File: config.mk
export PLATFORM = sky130hd
export DESIGN_NAME = periph_clk_composite
export DESIGN_NICKNAME = d
export VERILOG_FILES = /design/src/rtl/periph_clk_pkg.sv /design/src/rtl/pclk_ratio_decode.sv /design/src/rtl/pclk_src_select.sv /design/src/rtl/pclk_edge_divider.sv /design/src/rtl/pclk_rate_calc.sv /design/src/rtl/periph_clk_composite.sv
export SDC_FILE = /design/constraint.sdc
export NUM_CORES = 1
export LEC_CHECK = 0
export ABC_CLOCK_PERIOD_IN_PS = 34600
export BUFFER_PORTS_ARGS = -buffer_cell sky130_fd_sc_hd__buf_2
export CAP_MARGIN = 0
export CORE_ASPECT_RATIO = 1.25
export CORE_MARGIN = 2
export CORE_UTILIZATION = 59
export CTS_CLUSTER_DIAMETER = 100
export CTS_CLUSTER_SIZE = 16
export DETAILED_ROUTE_END_ITERATION = 10
export PLACE_DENSITY_LB_ADDON = 0.05
export SLEW_MARGIN = 0
export SYNTH_ARGS = -nofsm -noshare
export SYNTH_HDL_FRONTEND = slang
export SYNTH_SLANG_ARGS = --single-unit
File: constraint.sdc
create_clock -name clk -period 34.6 [get_ports clk]
set_clock_uncertainty 0.15 [all_clocks]
set_input_delay 6.92 -clock clk [delete_from_list [all_inputs] [get_ports clk]]
set_output_delay 6.92 -clock clk [all_outputs]
set_load 0.01 [all_outputs]
File: src/rtl/periph_clk_pkg.sv
package periph_clk_pkg;

  typedef enum logic [1:0] {
    DIVM_CASCADE  = 2'd0,
    DIVM_TABLE6   = 2'd1,
    DIVM_BIT_X1X2 = 2'd2,
    DIVM_BIT_X2X4 = 2'd3
  } div_mode_e;

endpackage

File: src/rtl/pclk_ratio_decode.sv
module pclk_ratio_decode #(
  parameter periph_clk_pkg::div_mode_e DIV_MODE = periph_clk_pkg::DIVM_CASCADE,
  parameter int FIELD_W = 3,
  parameter int RATIO_W = 6
) (
  input  logic [FIELD_W-1:0] a_i,
  input  logic [FIELD_W-1:0] b_i,
  output logic [RATIO_W-1:0] ratio_o
);
  import periph_clk_pkg::*;

  generate
    if (DIV_MODE == DIVM_CASCADE) begin : g_cascade
      logic [FIELD_W-1:0] fa, fb;
      assign fa = (a_i == '0) ? FIELD_W'(1) : a_i;
      assign fb = (b_i == '0) ? FIELD_W'(1) : b_i;
      assign ratio_o = RATIO_W'(fa) * RATIO_W'(fb);
    end else if (DIV_MODE == DIVM_TABLE6) begin : g_table6
      logic unused_b;
      assign unused_b = ^b_i;
      assign ratio_o = (a_i == '0) ? RATIO_W'(1) :
                       (a_i > FIELD_W'(6)) ? RATIO_W'(6) : RATIO_W'(a_i);
    end else if (DIV_MODE == DIVM_BIT_X1X2) begin : g_x1x2
      logic unused_ab;
      assign unused_ab = ^{a_i[FIELD_W-1:1], b_i};
      assign ratio_o = a_i[0] ? RATIO_W'(2) : RATIO_W'(1);
    end else begin : g_x2x4
      logic unused_ab;
      assign unused_ab = ^{a_i[FIELD_W-1:1], b_i};
      assign ratio_o = a_i[0] ? RATIO_W'(4) : RATIO_W'(2);
    end
  endgenerate

endmodule

File: src/rtl/pclk_src_select.sv
module pclk_src_select #(
  parameter int NUM_REF = 4,
  parameter int SEL_W   = 2
) (
  input  logic               clk,
  input  logic               rst_n,
  input  logic [NUM_REF-1:0] ref_tick_i,
  input  logic [SEL_W-1:0]   sel_i,
  input  logic               off_i,
  input  logic               out_i,
  output logic [SEL_W-1:0]   sel_q_o,
  output logic               off_next_o,
  output logic               edge_o
);

  logic [SEL_W-1:0] sel_q, sel_next;
  logic             off_q;

  // adopt new settings only while the output level is low
  assign sel_next   = out_i ? sel_q : sel_i;
  assign off_next_o = out_i ? off_q : off_i;
  assign edge_o     = ref_tick_i[sel_next];
  assign sel_q_o    = sel_q;

  always_ff @(posedge clk or negedge rst_n) begin
    if (!rst_n) begin
      sel_q <= '0;
      off_q <= 1'b1;
    end else begin
      sel_q <= sel_next;
      off_q <= off_next_o;
    end
  end


  sel_low_switch_chk: assert property (@(posedge clk) disable iff (!rst_n)
    (sel_q != $past(sel_q)) |-> !$past(out_i));


  gate_low_switch_chk: assert property (@(posedge clk) disable iff (!rst_n)
    (off_q != $past(off_q)) |-> !$past(out_i));


  gated_low_chk: assert property (@(posedge clk) disable iff (!rst_n)
    off_q |-> !out_i);

endmodule

File: src/rtl/pclk_edge_divider.sv
module pclk_edge_divider #(
  parameter int RATIO_W = 6
) (
  input  logic               clk,
  input  logic               rst_n,
  input  logic               edge_i,
  input  logic               off_i,
  input  logic [RATIO_W-1:0] new_ratio_i,
  output logic               out_o,
  output logic [RATIO_W-1:0] ratio_o
);

  logic [RATIO_W-1:0] cnt_q, ratio_q;
  logic               out_q, term;

  assign term    = (cnt_q == ratio_q - RATIO_W'(1));
  assign out_o   = out_q;
  assign ratio_o = ratio_q;

  always_ff @(posedge clk or negedge rst_n) begin
    if (!rst_n) begin
      out_q   <= 1'b0;
      cnt_q   <= '0;
      ratio_q <= RATIO_W'(1);
    end else if (off_i) begin
      out_q   <= 1'b0;
      cnt_q   <= '0;
      ratio_q <= new_ratio_i;
    end else if (edge_i) begin
      if (term) begin
        out_q   <= ~out_q;
        cnt_q   <= '0;
        ratio_q <= new_ratio_i;
      end else begin
        cnt_q <= cnt_q + RATIO_W'(1);
      end
    end
  end


  cnt_in_range_chk: assert property (@(posedge clk) disable iff (!rst_n)
    cnt_q < ratio_q);


  toggle_on_edge_chk: assert property (@(posedge clk) disable iff (!rst_n)
    (out_q != $past(out_q)) |-> ($past(edge_i) || $past(off_i)));


  ratio_at_terminal_chk: assert property (@(posedge clk) disable iff (!rst_n)
    (ratio_q != $past(ratio_q)) |-> ($past(off_i) || ($past(edge_i) && $past(cnt_q) == $past(ratio_q) - RATIO_W'(1))));

endmodule

File: src/rtl/pclk_rate_calc.sv
module pclk_rate_calc #(
  parameter int NUM_REF = 4,
  parameter int SEL_W   = 2,
  parameter int RATE_W  = 16,
  parameter int RATIO_W = 6,
  parameter logic [NUM_REF*RATE_W-1:0] REF_RATES = '0
) (
  input  logic               clk,
  input  logic               rst_n,
  input  logic [SEL_W-1:0]   sel_i,
  input  logic [RATIO_W-1:0] ratio_i,
  output logic [RATE_W-1:0]  rate_o
);
  localparam int NW = RATE_W + 1;

  logic [RATE_W-1:0] src;
  logic [NW-1:0]     num, den;

  assign src    = REF_RATES[sel_i*RATE_W +: RATE_W];
  assign den    = NW'(ratio_i);
  assign num    = {1'b0, src} + den - NW'(1);
  assign rate_o = RATE_W'(num / den);


  rate_ceiling_chk: assert property (@(posedge clk) disable iff (!rst_n)
    (int'(rate_o) * int'(ratio_i) >= int'(src)) &&
    ((int'(rate_o) - 1) * int'(ratio_i) < int'(src)));

endmodule

File: src/rtl/periph_clk_composite.sv
module periph_clk_composite #(
  parameter periph_clk_pkg::div_mode_e DIV_MODE = periph_clk_pkg::DIVM_CASCADE,
  parameter int NUM_REF = 4,
  parameter int FIELD_W = 3,
  parameter int RATE_W  = 16,
  parameter logic [NUM_REF*RATE_W-1:0] REF_RATES = {NUM_REF{RATE_W'(1000)}},
  localparam int SEL_W   = $clog2(NUM_REF),
  localparam int MAX_R   = ((1 << FIELD_W) - 1) * ((1 << FIELD_W) - 1),
  localparam int RATIO_W = $clog2(MAX_R + 1)
) (
  input  logic               clk,
  input  logic               rst_n,
  input  logic [NUM_REF-1:0] ref_tick,
  input  logic [SEL_W-1:0]   src_sel,
  input  logic [FIELD_W-1:0] div_a,
  input  logic [FIELD_W-1:0] div_b,
  input  logic               gate_off,
  output logic               clk_out,
  output logic [RATIO_W-1:0] ratio_out,
  output logic [RATE_W-1:0]  rate_out
);

  logic [RATIO_W-1:0] new_ratio;
  logic [SEL_W-1:0]   sel_act;
  logic               off_next, src_edge;

  pclk_ratio_decode #(.DIV_MODE(DIV_MODE), .FIELD_W(FIELD_W), .RATIO_W(RATIO_W)) u_dec (
    .a_i(div_a), .b_i(div_b), .ratio_o(new_ratio));

  pclk_src_select #(.NUM_REF(NUM_REF), .SEL_W(SEL_W)) u_sel (
    .clk(clk), .rst_n(rst_n), .ref_tick_i(ref_tick), .sel_i(src_sel),
    .off_i(gate_off), .out_i(clk_out), .sel_q_o(sel_act),
    .off_next_o(off_next), .edge_o(src_edge));

  pclk_edge_divider #(.RATIO_W(RATIO_W)) u_div (
    .clk(clk), .rst_n(rst_n), .edge_i(src_edge), .off_i(off_next),
    .new_ratio_i(new_ratio), .out_o(clk_out), .ratio_o(ratio_out));

  pclk_rate_calc #(.NUM_REF(NUM_REF), .SEL_W(SEL_W), .RATE_W(RATE_W),
                   .RATIO_W(RATIO_W), .REF_RATES(REF_RATES)) u_rate (
    .clk(clk), .rst_n(rst_n), .sel_i(sel_act), .ratio_i(ratio_out),
    .rate_o(rate_out));


  ratio_nonzero_chk: assert property (@(posedge clk) disable iff (!rst_n)
    (new_ratio != '0) && (ratio_out != '0));

endmodule

==> impl_metrics.prom <==
# TYPE chip_impl_metric gauge
chip_impl_metric{name="max_stage_delay",unit="ns"} 0.56
chip_impl_info{name="regToRegStartpoint",value="u_div.ratio_o[2]$_DFFE_PN0P_"} 1
chip_impl_metric{name="timing_worst_slew_pin_value",unit="ns"} 1.01
chip_impl_metric{name="layout_setup_ws",unit="ns"} 0.237
chip_impl_metric{name="synth_edf_count",unit=""} 0
chip_impl_info{name="critPathLaunch",value="u_div.ratio_o[0]$_DFFE_PN1P_"} 1
chip_impl_metric{name="synth-async-reset-ratio",unit="%"} 100
chip_impl_metric{name="rows",unit=""} 45
chip_impl_metric{name="worstPathMaxFanout",unit=""} 6
chip_impl_metric{name="numCtsBuffers",unit=""} 3
chip_impl_info{name="ys_dominant_reg_cell",value="dfrtp_1"} 1
chip_impl_metric{name="core-area",unit="sq um"} 12000
chip_impl_metric{name="yosys_warnings",unit=""} 0
chip_impl_metric{name="detailroute.via_count",unit=""} 8146
chip_impl_info{name="hold_path.startpoint",value="u_sel.sel_q_o[0]$_DFF_PN0_"} 1
chip_impl_metric{name="areaGrowthSynthToFinish",unit="%"} 28.7
chip_impl_metric{name="post-dp-hpwl",unit="mm"} 15.7
chip_impl_metric{name="wl_per_cell",unit="um"} 16.9
chip_impl_metric{name="design.portCount",unit=""} 38
chip_impl_metric{name="post-route-util",unit="%"} 77.1
chip_impl_metric{name="route.detailed.vias_per_inst",unit=""} 6.35
chip_impl_metric{name="hold_viol",unit=""} 0
chip_impl_info{name="worst_hold_path_class",value="reg2reg"} 1
chip_impl_metric{name="synth_cell_type_count",unit=""} 94
chip_impl_metric{name="path_clk_slew",unit="ns"} 0.05
chip_impl_metric{name="cp_data_arrival_time",unit="ns"} 27.29
chip_impl_metric{name="grt_util_met1",unit="%"} 38.4
chip_impl_metric{name="global_route.usage.total",unit="%"} 30.4
chip_impl_metric{name="synth_seq_area_share",unit="%"} 5.58
chip_impl_info{name="synth.area.top_cells",value="ha_1 (18%), a21oi_1 (4.9%), dfrtp_1 (4.9%), nor2_1 (4.7%), o21a_1 (4.7%)"} 1
chip_impl_info{name="cts_root_buf",value="clkbuf_16"} 1
chip_impl_metric{name="synthesis.instances",unit=""} 973
chip_impl_info{name="critPathLaunchType",value="register"} 1
chip_impl_metric{name="die_area",unit="sq um"} 13100
chip_impl_metric{name="post-route-drc-count",unit=""} 0
chip_impl_info{name="synth_largest_area_cell",value="ha_1"} 1
chip_impl_metric{name="clock_latency",unit="ns"} 0.24
chip_impl_metric{name="post-route-min-period",unit="ns"} 34.36
chip_impl_metric{name="maxClockFrequency",unit="MHz"} 29.1
chip_impl_metric{name="max_slew_margin",unit="%"} 31.6
chip_impl_info{name="critical_path.most_common_cell",value="o21a_1"} 1
chip_impl_metric{name="critical_path_required",unit="ns"} 27.53
chip_impl_metric{name="dieHeight",unit="um"} 128
chip_impl_info{name="rsz_0062_raised_after_global_routing",value="yes"} 1
chip_impl_metric{name="report.final.slew_viol_count",unit=""} 0
chip_impl_metric{name="n_antenna_cell",unit=""} 0
chip_impl_metric{name="cts.sink_count",unit=""} 16
chip_impl_metric{name="grt_start_max_net_pins",unit=""} 21
chip_impl_metric{name="post_route_cells_drive_above_1_share",unit="%"} 30.3
chip_impl_info{name="layout_commonest_cell",value="buf_4"} 1
chip_impl_info{name="layout.cells.most_common_list",value="buf_4 (114), ha_1 (85), nor2_1 (76)"} 1
chip_impl_metric{name="drv_cap",unit=""} 0
chip_impl_metric{name="antenna_found_initial",unit=""} 0
chip_impl_info{name="critical_path_type",value="reg2out"} 1
chip_impl_metric{name="routed_wirelength",unit="mm"} 21.7
chip_impl_metric{name="synth_area",unit="sq um"} 7220
chip_impl_metric{name="globalRoute.totalOverflow",unit=""} 0
chip_impl_metric{name="grt_util_met3",unit="%"} 2.02
chip_impl_metric{name="cts-root-to-sink-buffers",unit=""} 2
chip_impl_metric{name="htree_levels",unit=""} 1
chip_impl_info{name="tritoncts",value="done"} 1
chip_impl_metric{name="global_routing_met2_resource_utilization",unit="%"} 55.5
chip_impl_info{name="outcome",value="finished clean"} 1
chip_impl_metric{name="synth_top_area_share",unit="%"} 18.0
chip_impl_metric{name="grt_first_pass_wirelength",unit="mm"} 33.6
chip_impl_metric{name="grt_pass1_vias",unit=""} 7303
chip_impl_info{name="grt_most_used_layer",value="met2"} 1
chip_impl_metric{name="number_of_drc_markers_in_iteration_0",unit=""} 394
chip_impl_info{name="endpoint_kind",value="output port"} 1
chip_impl_metric{name="die_width",unit="um"} 103
chip_impl_metric{name="finalCritPeriodShare",unit="%"} 99.3
chip_impl_metric{name="postSynthRegisterBits",unit=""} 16
chip_impl_metric{name="gp_congestion",unit=""} 0.912
chip_impl_metric{name="pre_cts_slack",unit="ns"} -0.578
chip_impl_metric{name="start_util",unit="%"} 59.9
chip_impl_metric{name="final_antenna_net_count",unit=""} 0
chip_impl_metric{name="drt_first_pass_iters",unit=""} 5
chip_impl_info{name="critPathSlowestCell",value="dfstp_2"} 1
chip_impl_metric{name="synthesized_area_per_cell",unit="sq um"} 7.42
chip_impl_metric{name="finalSetupViolations",unit=""} 0
chip_impl_metric{name="place.port_buffers",unit=""} 37
chip_impl_metric{name="final_nets",unit=""} 1243
## layer usage
metal | share of wire [%] | up-vias | routed length [um]
met3 | 3.5 | 58 | 761
met4 | 2.7 | 0 | 579
met5 | 0 | - | 0
met1 | 42 | 3863 | 9110
li1 | - | 4012 | -
met2 | 52 | 213 | 11300
## state kept, by name, summed over array words and instances, names as in the netlist
signal / cells
u_sel.sel_q_o: 2
u_div.ratio_o: 6
u_div.cnt_q: 6
u_div.out_o: 1
u_sel.off_q: 1
## worst max-delay path, delay by kind of cell, from the launching register on
family	cells	cell delay, ns
flip-flops	1	0.56
AO/OA/AOI/OAI	61	9.87
buffers and inverters	15	1.42
AND/OR/NAND/NOR	52	9.07
multiplexers	6	1.72
adder cells (fa/ha/maj)	16	4.39
## final cells by class
type | instances | area (sq um)
multi-input combinational | 900 | 7310
fill | 935 | 2760
timing repair buffer | 156 | 1110
sequential | 16 | 404
tap | 164 | 205
inverter | 43 | 183
clock buffer | 4 | 78.8
## worst paths after layout
| kind | to | slack (ns) | cells past startpoint |
|---|---|---|---|
| max | rate_out[0] | 0.24 | 150 |
| min | u_sel.sel_q_o[0]$_DFF_PN0_ | 0.36 | 1 |
| max reg2reg | u_div.ratio_o[5]$_DFFE_PN0P_ | 30.63 | 11 |
| min reg2reg | u_sel.sel_q_o[0]$_DFF_PN0_ | 0.36 | 1 |
| max in group asynchronous | u_sel.off_q$_DFF_PN1_ | 27.57 | 1 |
| min in group asynchronous | u_div.ratio_o[4]$_DFFE_PN0P_ | 6.43 | 1 |
## synthesized netlist by cell type, drive strengths merged (22+ instances only)
library cell / instances
a21o: 22
a21oi: 70
ha: 104
inv: 42
mux2: 25
nand2: 72
nand3: 22
nor2: 93
nor3: 57
o211ai: 24
o21a: 45
o21ai: 45
xnor2: 32
## what timing repair did
action                     in CTS  in global routing
gates cloned                    1                  0
resized for setup              14                 79
pin swaps                      11                 98
hold buffers                    0                  0
setup endpoints to repair       1                  2
buffers inserted               11                 56
## cell families after synthesis
group           after synthesis  synth area share [%]
simple gates                376                  28.0
compound gates              322                  31.4
fa+ha+maj                   109                  19.3
buf+inv                      63                  3.95
xor+xnor                     48                  5.83
mux                          38                  5.97
flops                        16                  5.58
other cells                   1                0.0520
## per-stage QoR
step | area, sq um | std cells | setup TNS, ns | hold WS [ns]
after floorplan | 7600 | 978 | -0.00908 | 0.334
after global placement | 8220 | 1211 | -0.0777 | 0.343
after detailed placement | 8220 | 1211 | -0.578 | 0.348
after CTS | 8470 | 1227 | 0 | 0.359
after global routing | 9290 | 1283 | -1.08 | 0.388
final | 9290 | 1283 | 0 | 0.360
Power is not shown: default switching activity piles up to over one toggle a cycle in this logic, so the estimate is an artifact.
